[src/rtl/iq_lane_splitter.sv]
`timescale 1ns/1ps
module iq_lane_splitter #(
  parameter int W = 14
) (
  input  logic         clk,
  input  logic         rst_n,
  input  logic [W-1:0] din,
  input  logic         cap_en,
  input  logic         cfg_i_on_rise,
  input  logic         cfg_i_first,
  input  logic         cfg_twos,
  input  logic         i_clk_off,
  input  logic         q_clk_off,
  input  logic         power_down,
  output logic [W-1:0] i_out,
  output logic [W-1:0] q_out,
  output logic         pair_valid
);
  localparam logic [W-1:0] MSB_FLIP = {1'b1, {(W-1){1'b0}}};

  logic [W-1:0] rise_q, fall_q, fall_d;
  logic         rise_v, fall_v, fall_dv;

  always_ff @(negedge clk or negedge rst_n) begin
    if (!rst_n) begin
      fall_q <= '0;
      fall_v <= 1'b0;
    end else begin
      fall_v <= cap_en;
      if (cap_en) fall_q <= din;
    end
  end

  always_ff @(posedge clk or negedge rst_n) begin
    if (!rst_n) begin
      rise_q  <= '0;
      rise_v  <= 1'b0;
      fall_d  <= '0;
      fall_dv <= 1'b0;
    end else begin
      rise_v  <= cap_en;
      if (cap_en) rise_q <= din;
      fall_d  <= fall_q;
      fall_dv <= fall_v;
    end
  end

  logic         opens_on_rise;
  logic         pair_ok;
  logic         load;
  logic [W-1:0] fall_sel, i_raw, q_raw, flip;

  assign opens_on_rise = ~(cfg_i_first ^ cfg_i_on_rise);
  assign pair_ok  = opens_on_rise ? (rise_v & fall_v) : (fall_dv & rise_v);
  assign fall_sel = opens_on_rise ? fall_q : fall_d;
  assign i_raw    = cfg_i_on_rise ? rise_q : fall_sel;
  assign q_raw    = cfg_i_on_rise ? fall_sel : rise_q;
  assign flip     = cfg_twos ? MSB_FLIP : '0;
  assign load     = pair_ok & ~power_down;

  always_ff @(posedge clk or negedge rst_n) begin
    if (!rst_n) begin
      i_out      <= '0;
      q_out      <= '0;
      pair_valid <= 1'b0;
    end else begin
      pair_valid <= load;
      if (load && !i_clk_off) i_out <= i_raw ^ flip;
      if (load && !q_clk_off) q_out <= q_raw ^ flip;
    end
  end
endmodule

[config.mk]
export PLATFORM = sky130hd
export DESIGN_NAME = iq_lane_splitter
export DESIGN_NICKNAME = d
export VERILOG_FILES = /design/src/rtl/iq_lane_splitter.sv
export SDC_FILE = /design/constraint.sdc
export NUM_CORES = 1
export LEC_CHECK = 0
export BUFFER_PORTS_ARGS = -buffer_cell sky130_fd_sc_hd__buf_2
export CORE_MARGIN = 8
export CORE_UTILIZATION = 30
export DETAILED_ROUTE_END_ITERATION = 8
export SLEW_MARGIN = 25
export SYNTH_ARGS = -nofsm -noshare
export SYNTH_HDL_FRONTEND = slang
export SYNTH_SLANG_ARGS = --single-unit
export TNS_END_PERCENT = 20
[constraint.sdc]
create_clock -name clk -period 2.1 [get_ports clk]
set_input_delay 0.105 -clock clk [delete_from_list [all_inputs] [get_ports clk]]
set_output_delay 0.105 -clock clk [all_outputs]
set_load 0.005 [all_outputs]
==> flow_summary.toml <==
[status]
status = "finished with violations"
violations = "setup timing"

[layout]
multi_input_area_um2 = 1130
regArea_um2 = 1850
fin_nets = 368
diodes = 0
fin_area_um2 = 4000
area.growth.synth_to_final_pct = 26.7
final_util = 0.390
drive_above_1_share = 0.309
fill_cells = 1030

[grt]
use_met2 = 0.155
met3_usage = 0.0338
grtUsageTotal = 0.0999
grt_max_degree = 57
grt_overflow = 0
use_met1 = 0.124
grt_pass1_wl_mm = 11.2
grt_pass1_vias = 2187
antenna_found_initial = 0
grt-busiest-layer = "met2"

[routing]
wl_mm = 6.64
routed-via-count = 2128
drcViolationCount = 0
ant_nets = 0
vias_per_cell = 4.38
wl_per_cell_um = 13.7
first_pass_iters = 4
drt_iter0_drc = 97

[sta]
rsz0062_at_grt = "yes"
fin_ws_ns = -0.419
maxSlewViolCount = 0
finalSetupViolCount = 28
hold_slack_ns = 0.0159
slew_headroom = 0.677
hold_viol_final = 0
worst_pin_slew_ns = 0.484
final.setup.tns_ns = -11.39
skew_ns = 0.0161

[placed_design]
gp_congestion = 0.719
placed_area_um2 = 3640
dpl.hpwl_mm = 4.68
io_buffers = 51

[die]
rows = 37
io_pins = 52
dieHeight_um = 119
die_x_um = 119
start_util = 0.308
die_area_um2 = 14100
core_area_um2 = 10300

[clocking]
cts.sinks = 74
clockBufferDepth = 2
clk_pin_slew_ns = 0.08
clock_tree.root_cell = "clkbuf_8"
clk_latency_ns = 0.34
cts.repair.resized = 0
htree_levels = 3
cts_tree = "built"
numCtsBuffers = 9
post-cts-setup-buffers = 0

[synthesis]
synth_area_um2 = 3160
yosysUniqueCellTypes = 18
synth_fp_nets = 301
ys_seq_area_frac = 0.586
yosys_warnings = 0
synth-seq-cells = 74
synthCells = 278
synth.avg_cell_area_um2 = 11.4

[critical_path]
r2r_end = "i_out[9]"
reg2reg_from = "fall_v"
startpoint = "fall_v"
worstSetupEndpoint = "i_out[9]"
arrival_ns = 2.75
reg2reg_slack_ns = -0.42
crit_fanout = 14
cp-end-kind = "flip-flop"
startpoint_type = "flip-flop"
worstSetupPathType = "reg -> reg"
required_ns = 2.33
reg2reg_depth = 4

[power_and_ir_drop]
pwr-share-comb = 0.169
intPower_w = 0.00295
power.switching_w = 0.000974
p_total_w = 0.00392
switching_share = 0.248
p_seq_frac = 0.467
clock_power_share = 0.365
ir_drop_mv = 0.304
p_per_area_nw_per_um2 = 980
power.leakage_nw = 1.94

[flow_run]
max_cap_violations = 0

[min_path]
hold_path.class = "in -> reg"
hold_path_startpoint = "din[0]"
metal layers:
metal  part of all wire  up-vias  wire (um)
li1                   -     1066          -
met1               0.47     1017       3110
met5                  0        -          0
met2               0.47       37       3160
met4              0.016        0        104
met3              0.041        8        274
final cells by class:
type,instances,share of cell area
clock buffers,9,0.0309
clock inverters,7,0.0353
inverters,28,0.0263
multi-input cells,161,0.282
flip-flops and latches,74,0.463
well taps,136,0.0425
repair buffers,71,0.121
placed cells by master, fill, tap and decap left out, drive strengths merged:
cell / count
nor3b: 1
clkbuf: 9
mux2: 28
nand2: 28
nor4b: 2
clkinv: 2
nor2: 14
dlygate4sd3: 10
bufinv: 4
buf: 61
clkinvlp: 1
o21ai: 42
mux2i: 29
a21oi: 14
inv: 28
dfrtn: 15
dfrtp: 59
xor2: 2
xnor2: 1
cell families after synthesis:
family | count (synthesis) | share of synthesized area
flops | 74 | 0.586
compound gates | 56 | 0.0887
mux | 57 | 0.193
xor+xnor | 3 | 0.00832
buf+inv | 43 | 0.0570
simple gates | 45 | 0.0673
per-stage QoR:
step	cells	worst slack, ns
finish	486	-0.419
global route	486	-0.471
CTS	486	-0.427
detailed placement	460	-0.439
global placement	460	-0.399
floorplan	278	-0.442
repair_timing:
action / CTS / global route
setup endpoints to repair: 28 / 28
hold buffers: 10 / 0
endpoints found under the hold margin: 68 / 0
pin swaps: 0 / 0
worst min-delay path by stage:
stage                  to  slack, ns  depth (start not counted)
6_report        rise_q[0]       0.02                          3
3_5_place_dp     i_out[6]      -0.03                          1
2_1_floorplan   fall_d[0]      -0.19                          0
5_1_grt        pair_valid      0.009                          2
4_1_cts        rise_q[12]     0.0001                          3
3_3_place_gp     i_out[6]      -0.03                          1
worst max-delay path: stages, from the launching register on:
cell	delay (ns)
dfrtn_1	0.43
mux2i_2	0.12
nor4b_4	0.28
buf_12	0.19
mux2_2	0.34
state kept, by name (all words and copies together) (netlist names), 14 cells and up:
signal and cells:
fall_q 14, fall_d 14, rise_q 14, i_out 14, q_out 14
power groups by stage:
stage          clock (W)  sequential (W)  combinational (W)
6_report         0.00143         0.00183           0.000661
2_1_floorplan          0         0.00184           0.000325
3_5_place_dp           0         0.00186           0.000670
5_1_grt          0.00153         0.00187           0.000746
4_1_cts          0.00146         0.00184           0.000686
3_3_place_gp           0         0.00185           0.000654
cells in the mapped netlist:
cell type | number | area [um2]
o21ai_0 | 42 | 210
dfrtp_1 | 59 | 1480
nor2_1 | 14 | 52.6
buf_1 | 1 | 3.75
nor4b_4 | 2 | 47.6
buf_6 | 2 | 22.5
inv_1 | 28 | 105
a21oi_1 | 14 | 70.1
nor3b_1 | 1 | 7.51
nand2_1 | 28 | 105
xnor2_1 | 1 | 8.76
mux2_2 | 28 | 315
clkbuf_1 | 9 | 33.8
buf_2 | 3 | 15.0
dfrtn_1 | 15 | 375
xor2_1 | 2 | 17.5
mux2i_1 | 28 | 280
mux2i_2 | 1 | 13.8
(Power assumes the default switching activity.)
